File: src/rtl/pc_pkg.sv
package pc_pkg;

    // Measurement sequencing: waiting for an arming edge, armed, running.
    typedef enum logic [1:0] {
        CAP_WAIT  = 2'd0,
        CAP_ARMED = 2'd1,
        CAP_RUN   = 2'd2
    } cap_state_e;

    localparam int unsigned DEF_CNT_W  = 32;
    localparam int unsigned DEF_TMO_W  = 32;
    localparam int unsigned DEF_STAGES = 2;

endpackage

File: src/rtl/pc_sync_edge.sv
module pc_sync_edge #(
    parameter int unsigned STAGES = 2
) (
    input  logic clk_i,
    input  logic rst_ni,
    input  logic async_i,
    output logic level_o,
    output logic rise_o,
    output logic fall_o
);
    // STAGES synchroniser flops plus one history flop for edge detection.
    localparam int unsigned CHAIN_W = STAGES + 1;

    logic [CHAIN_W-1:0] chain_d;
    logic [CHAIN_W-1:0] chain_q;

    generate
        for (genvar g = 0; g < CHAIN_W; g++) begin : g_stage
            if (g == 0) begin : g_first
                assign chain_d[g] = async_i;
            end else begin : g_next
                assign chain_d[g] = chain_q[g-1];
            end
        end
    endgenerate

    always_ff @(posedge clk_i) begin
        if (!rst_ni) begin
            chain_q <= '0;
        end else begin
            chain_q <= chain_d;
        end
    end

    assign level_o = chain_q[STAGES-1];
    assign rise_o  = chain_q[STAGES-1] & ~chain_q[STAGES];
    assign fall_o  = ~chain_q[STAGES-1] & chain_q[STAGES];

endmodule

File: src/rtl/pc_sat_counter.sv
module pc_sat_counter #(
    parameter int unsigned W = 8
) (
    input  logic         clk_i,
    input  logic         rst_ni,
    input  logic         restart_i,
    output logic [W-1:0] count_o
);
    localparam logic [W-1:0] CNT_MAX = '1;
    localparam logic [W-1:0] CNT_ONE = W'(1);

    logic [W-1:0] cnt_d;
    logic [W-1:0] cnt_q;

    // A restart loads one so that the count equals the cycles since the edge.
    always_comb begin
        if (restart_i) begin
            cnt_d = CNT_ONE;
        end else if (cnt_q == CNT_MAX) begin
            cnt_d = cnt_q;
        end else begin
            cnt_d = cnt_q + CNT_ONE;
        end
    end

    always_ff @(posedge clk_i) begin
        if (!rst_ni) begin
            cnt_q <= '0;
        end else begin
            cnt_q <= cnt_d;
        end
    end

    assign count_o = cnt_q;

endmodule

File: src/rtl/pulse_capture.sv
module pulse_capture
    import pc_pkg::*;
#(
    parameter int unsigned CNT_W       = DEF_CNT_W,
    parameter int unsigned TMO_W       = DEF_TMO_W,
    parameter int unsigned SYNC_STAGES = DEF_STAGES
) (
    input  logic             clk_i,
    input  logic             rst_ni,
    input  logic             sig_i,
    input  logic [TMO_W-1:0] timeout_i,
    output logic [CNT_W-1:0] period_o,
    output logic [CNT_W-1:0] width_o,
    output logic             period_stb_o,
    output logic             width_stb_o,
    output logic             valid_o,
    output logic             nosig_o,
    output logic             level_o
);
    localparam logic [CNT_W-1:0] RES_ZERO = '0;

    typedef struct packed {
        cap_state_e       state;
        logic [CNT_W-1:0] period;
        logic [CNT_W-1:0] width;
        logic             pstb;
        logic             wstb;
        logic             valid;
        logic             nosig;
        logic             level;
    } cap_reg_t;

    localparam cap_reg_t CAP_RESET = '{
        state:  CAP_WAIT,
        period: RES_ZERO,
        width:  RES_ZERO,
        pstb:   1'b0,
        wstb:   1'b0,
        valid:  1'b0,
        nosig:  1'b0,
        level:  1'b0
    };

    logic             sync_level;
    logic             sync_rise;
    logic             sync_fall;
    logic [CNT_W-1:0] edge_cnt;
    logic [TMO_W-1:0] idle_cnt;
    logic             timeout_hit;

    cap_reg_t r_d;
    cap_reg_t r_q;

    pc_sync_edge #(
        .STAGES (SYNC_STAGES)
    ) i_sync (
        .clk_i   (clk_i),
        .rst_ni  (rst_ni),
        .async_i (sig_i),
        .level_o (sync_level),
        .rise_o  (sync_rise),
        .fall_o  (sync_fall)
    );

    // Measures the waveform: cycles since the last rising edge.
    pc_sat_counter #(
        .W (CNT_W)
    ) i_edge_cnt (
        .clk_i     (clk_i),
        .rst_ni    (rst_ni),
        .restart_i (sync_rise),
        .count_o   (edge_cnt)
    );

    // Watches for a missing signal, sized by the timeout range.
    pc_sat_counter #(
        .W (TMO_W)
    ) i_idle_cnt (
        .clk_i     (clk_i),
        .rst_ni    (rst_ni),
        .restart_i (sync_rise),
        .count_o   (idle_cnt)
    );

    // A rising edge in the very cycle the limit is reached still counts.
    assign timeout_hit = (idle_cnt >= timeout_i) && !sync_rise;

    always_comb begin
        r_d      = r_q;
        r_d.pstb = 1'b0;
        r_d.wstb = 1'b0;

        if (sync_rise) begin
            if (r_q.state == CAP_WAIT) begin
                r_d.state = CAP_ARMED;
            end else begin
                r_d.state  = CAP_RUN;
                r_d.period = edge_cnt;
                r_d.pstb   = 1'b1;
                r_d.valid  = 1'b1;
                r_d.nosig  = 1'b0;
                r_d.level  = 1'b0;
            end
        end else if (timeout_hit) begin
            r_d.state  = CAP_WAIT;
            r_d.period = RES_ZERO;
            r_d.width  = RES_ZERO;
            r_d.valid  = 1'b0;
            r_d.nosig  = 1'b1;
            r_d.level  = sync_level;
        end else if (sync_fall && (r_q.state != CAP_WAIT)) begin
            r_d.width = edge_cnt;
            r_d.wstb  = 1'b1;
        end
    end

    always_ff @(posedge clk_i) begin
        if (!rst_ni) begin
            r_q <= CAP_RESET;
        end else begin
            r_q <= r_d;
        end
    end

    assign period_o     = r_q.period;
    assign width_o      = r_q.width;
    assign period_stb_o = r_q.pstb;
    assign width_stb_o  = r_q.wstb;
    assign valid_o      = r_q.valid;
    assign nosig_o      = r_q.nosig;
    assign level_o      = r_q.level;

endmodule

File: config.mk
export PLATFORM = sky130hd
export DESIGN_NAME = pulse_capture
export DESIGN_NICKNAME = d
export VERILOG_FILES = /design/src/rtl/pc_pkg.sv /design/src/rtl/pc_sync_edge.sv /design/src/rtl/pc_sat_counter.sv /design/src/rtl/pulse_capture.sv
export SDC_FILE = /design/constraint.sdc
export NUM_CORES = 1
export LEC_CHECK = 0
export BUFFER_PORTS_ARGS = -buffer_cell sky130_fd_sc_hd__buf_2
export CORE_AREA = 2 2 144 146
export DETAILED_ROUTE_END_ITERATION = 8
export DIE_AREA = 0 0 146 148
export PLACE_DENSITY = 0.59
export SLEW_MARGIN = 20
export SYNTH_ARGS = -nofsm -noshare
export SYNTH_HDL_FRONTEND = slang
export SYNTH_SLANG_ARGS = --single-unit
File: constraint.sdc
create_clock -name clk_i -period 4.8 [get_ports clk_i]
set_input_delay 0.96 -clock clk_i [delete_from_list [all_inputs] [get_ports clk_i]]
set_output_delay 0.96 -clock clk_i [all_outputs]
set_load 0.01 [all_outputs]
**After elaboration in Yosys (flattened, before gate mapping)**

Index checks and enable logic that the tools add are counted.

- Register bits: 138
- Memory bits (writable): 0
- Latch bits: 0
- Bits in read-only memories: 0
- Word-level logic and storage cells: 54
- Memories kept: 0
- Output and inout port bits: 69

- Multipliers: 0
- Magnitude comparators: 1
- Bitwise operators: 6
- Muxes and demuxes: 15
- Equal/unequal tests: 5
- Reduce and logical (&&, ||, !) cells: 12
- Div/mod/pow operators: 0
- Add/sub/neg operators: 2
- Shift-type cells: 0

Operator list:

| operator | number |
|---|---|
| $mux 32 | 3 |
| $mux 34 | 2 |
| $add 32x1->32 const B | 2 |
| $eq 32x32->1 const B | 2 |
| $ge 32x32->1 | 1 |
| $mux 3 | 3 |
| $mux 1 | 6 |
| $ne 2x2->1 const B | 3 |
| $reduce_and 2->1 | 3 |
| $reduce_bool 2->1 | 3 |
| $not 1->1 | 4 |
| $reduce_or 3->1 | 1 |
| $and 1x1->1 | 2 |
| $logic_and 1x1->1 | 2 |
| $logic_not 2->1 | 1 |
| $mux 2 | 1 |
| $reduce_or 2->1 | 1 |
| $logic_not 1->1 | 1 |

**Logic depth before layout (Yosys ltp)**

- Depth in word-level cells: 6
- Gate-level depth with buffers: 9

**Hierarchy**

Synthesis repeated with hierarchy kept, for this count alone.

- Cell total of the unflattened synthesis: 734
- Area, all modules: 6,887.9 um2

By module, submodules not included:

| module | area an instance (um2) | cells an instance | times used |
|---|---|---|---|
| pulse_capture | 3,500.9 | 340 | 1 |
| pc_sat_counter | 1,647.8 | 193 | 2 |
| pc_sync_edge | 91.3 | 8 | 1 |

**Worst setup path after synthesis**

OpenSTA, ideal clock, no wires.

- Path kind: input-to-reg
- Start point: in timeout_i[14]
- End point: reg r_q (netlist bit width_o[10])
- Data arrival time: 2.729 ns
- Stages on the path: 9
- Path buffers: 1
- Setup slack: 1.933 ns
- Cell sequence: inv_1 -> ha_1 -> and4_1 -> nand2_1 -> o311ai_1 -> o21ai_2 -> a21boi_1 -> clkbuf_1 -> o32ai_1

- Cells in the longest elaborated chain, start to end: 4
- Elaborated cells on any way between the ends: 5
- Classes of those cells: order compare (1); mux (1); reduce/logical (3)

Ends and longest elaborated chain:

| what | line | text |
|---|---|---|
| start: declaration | pulse_capture.sv:11 | `input logic [TMO_W-1:0] timeout_i,` |
| $ge 32x32->1 * | pulse_capture.sv:86 | `assign timeout_hit = (idle_cnt >= timeout_i) && !sync_rise;` |
| $logic_and 1x1->1 * | pulse_capture.sv:86 |  |
| $reduce_bool 2->1 (no source line) | - |  |
| $reduce_and 2->1 (no source line) | - |  |
| end signal: assignment | pulse_capture.sv:121 | `r_q <= r_d;` |
| end: declaration | pulse_capture.sv:52 | `cap_reg_t r_q;` |

Every way passes the cells marked *; elsewhere a longest branch is shown, timed or not.
A chain may end at the register's enable or synchronous reset.

**Worst setup path in the final report**

- Start point: in timeout_i[0]
- End point: reg r_q (netlist bit width_o[10])

Same word-level chain as after synthesis.

==> results_dict.tcl <==
set metrics [dict create \
    crit_required_ns 5.12 \
    fmax_ghz 0.3288 \
    p_leak_nw 3.120 \
    synthCells 825 \
    ys_ff_latch 138 \
    max_stage_delay_ns 0.53 \
    cts_buffer_depth 2 \
    die_h_um 148 \
    die_w_um 146 \
    finClkSkew_ns 0.009381 \
    antenna_left 0 \
    status "finished, final reports clean" \
    grt_overflow 0 \
    final.period_utilization 0.6337 \
    rows 52 \
    start_kind "input port" \
    async_reset_ff_frac 0 \
    regArea_um2 2763 \
    num_antenna_cells 0 \
    gr-usage-all-layers 0.1601 \
    drv_cap 0 \
    port_buffers 103 \
    n_fill_cell 2100 \
    use_met3 0.04074 \
    critPathMaxFanout 32 \
    cts.sinks 138 \
    arrival_ns 3.36 \
    powerDensity_nw_per_um2 332.3 \
    cts-resized-gates 0 \
    rsz0062_at_grt "no" \
    critPathKind "in2reg" \
    end_kind "flop" \
    setup_viol 0 \
    cts_inserted_buffers 17 \
    cp_cell_sequence "buf_2 -> ha_1 -> nand2b_1 -> a2111oi_0 -> o311ai_1 -> o21ai_2 -> a31oi_2 -> buf_4 -> o32ai_1" \
    synth-warning-count 0 \
    drv_slew 0 \
    hold_viol 0 \
    whs_path_depth 1 \
    ir_worst_vdd_uv 215.6 \
    critPathBufInv 2 \
    crit_cells 9 \
    yosysSeqAreaShare 0.3974 \
    wirelength_um 16710 \
    tns_ns 0 \
    finalInstanceArea_um2 7870 \
    dieArea_um2 21610 \
    max_slew_margin 0.4296 \
    htreeDepth 4 \
    period_minus_slack_ns 3.042 \
    busiest_layer "met2" \
    synth_cell_type_count 58 \
    multi_input_area_um2 3342 \
    top_level_ports 104 \
    first_pass_iters 4 \
    hold_class "reg2reg" \
    wl_per_cell_um 14.71 \
    r2r_cells 9 \
    critPathTopFamily "compound AO/OA/AOI/OAI gates" \
    synth_fp_nets 894 \
    fin_nets 923 \
    cp_slowest_cell "a2111oi_0" \
    core_um2 20040 \
    start_util 0.3469 \
    clockRootBuffer "clkbuf_16" \
    synth_flop_cell "dfxtp_1" \
    placedInstanceArea_um2 7254 \
    drt_iter0_drc 227 \
    grt_max_degree 41 \
    first_global_vias 5537 \
    synth-edff-count 0 \
    post_route_cells_drive_above_1_share 0.1848 \
    vias 5621 \
    dpl.hpwl_um 11560 \
    cts_hold_buffers 0 \
    final_common_cell "dfxtp_1" \
    via_per_inst 4.948 \
    most-common-layout-cells "dfxtp_1, nand2_1, buf_2" \
    synth.avg_cell_area_um2 8.426 \
    areaGrowthSynthToFinish_pct 13.21 \
    cts_tree "done" \
    gp_congestion 0.7793 \
    grt_first_pass_wirelength_um 28060 \
    postCtsSetupBuffers 0 \
    synth_area_um2 6952 \
    clk_latency_ns 0.42 \
    drc_errors 0 \
    antenna_found_initial 0 \
    tightest_slew_ns 0.8492 \
    cts.reportedPaths.clkPinSlew_ns 0.06 \
    grtUsageMet2 0.2750 \
    use_met1 0.2006 \
]
[logic make-up (layout without fill, tap and decap cells)]
kind of cell | Yosys count | count (layout) | share of synthesized area
xor gates and xnor gates | 44 | 44 | 0.05543
and+or+nand+nor | 300 | 300 | 0.2171
buffers and inverters | 165 | 206 | 0.1249
AOI/OAI and AO/OA | 141 | 141 | 0.1397
muxes | 3 | 3 | 0.004320
DFF | 138 | 138 | 0.3974
adders and majority gates | 34 | 34 | 0.06120
[power by group]
group | switching [mW] | total (mW) | internal, mW
Combinational | 0.0534 | 0.0838 | 0.0304
Sequential | 0.00679 | 1.16 | 1.15
Clock | 0.524 | 1.37 | 0.849
[cell type report]
class / instances / share of cell area
inverters: 65 / 0.03100
well taps: 270 / 0.04293
clock buffers: 19 / 0.05755
repair buffers: 110 / 0.07218
multi-input cells: 522 / 0.4246
flip-flops and latches: 138 / 0.3510
clock inverters: 12 / 0.02067
[final timing paths]
check | from | end | slack [ns]
worst max-delay path | timeout_i[0] | width_o[10] | 1.76
worst min-delay path | i_sync.chain_q[0] | i_sync.chain_q[1] | 0.44
worst max register to register | i_idle_cnt.count_o[0] | width_o[10] | 1.95
worst min register to register | i_sync.chain_q[0] | i_sync.chain_q[1] | 0.44
[synthesized netlist by cell type, drive strengths merged, types with 2 or more instances]
cell | instances | area share
a2111oi | 2 | 0.0052
a211oi | 4 | 0.0043
a21boi | 4 | 0.0043
a21oi | 23 | 0.017
a221oi | 2 | 0.0025
a31o | 2 | 0.0025
a31oi | 4 | 0.0036
and2 | 8 | 0.0072
and3 | 7 | 0.0063
and4 | 17 | 0.022
buf | 66 | 0.071
clkbuf | 34 | 0.018
dfxtp | 138 | 0.40
ha | 34 | 0.061
inv | 65 | 0.035
mux2i | 3 | 0.0043
nand2 | 130 | 0.070
nand2b | 2 | 0.0018
nand3 | 26 | 0.022
nand3b | 2 | 0.0022
nand4 | 24 | 0.022
nor2 | 49 | 0.026
nor3 | 8 | 0.0058
nor4 | 7 | 0.0094
nor4b | 3 | 0.0047
o21a | 6 | 0.0065
o21ai | 45 | 0.033
o311ai | 3 | 0.0038
o31ai | 4 | 0.0043
o32ai | 32 | 0.040
o41ai | 2 | 0.0025
or3 | 8 | 0.0072
or4 | 6 | 0.0067
xnor2 | 22 | 0.028
xor2 | 22 | 0.028
[sequential cells by signal, summed over array words and instances, names as in the netlist, 2 cells and up]
register and count:
period_o 32, i_edge_cnt.count_o 32, i_idle_cnt.count_o 32, width_o 32
i_sync.chain_q 3, r_q 2
[metal layers]
layer	up-vias	wire length, µm	share of wire
met2	106	8084	0.48
li1	2863	-	-
met4	0	179	0.011
met3	16	764	0.046
met1	2636	7680	0.46
met5	-	0	0
[per-stage QoR]
| stage | hold WS, ns | instances | util | setup slack (ns) | power (mW) |
|---|---|---|---|---|---|
| final | 0.4359 | 1136 | 0.3927 | 1.758 | 2.615 |
| after global routing | 0.4598 | 1136 | 0.3927 | 1.593 | 2.705 |
| after CTS | 0.4464 | 1136 | 0.3927 | 1.789 | 2.644 |
| after detailed placement | 0.4295 | 1105 | 0.3620 | 1.370 | 1.268 |
| after global placement | 0.4326 | 1105 | 0.3620 | 1.638 | 1.267 |
| after floorplan | 0.4119 | 825 | - | 1.933 | 1.234 |
Note: power is estimated with default switching activity, not from simulation.
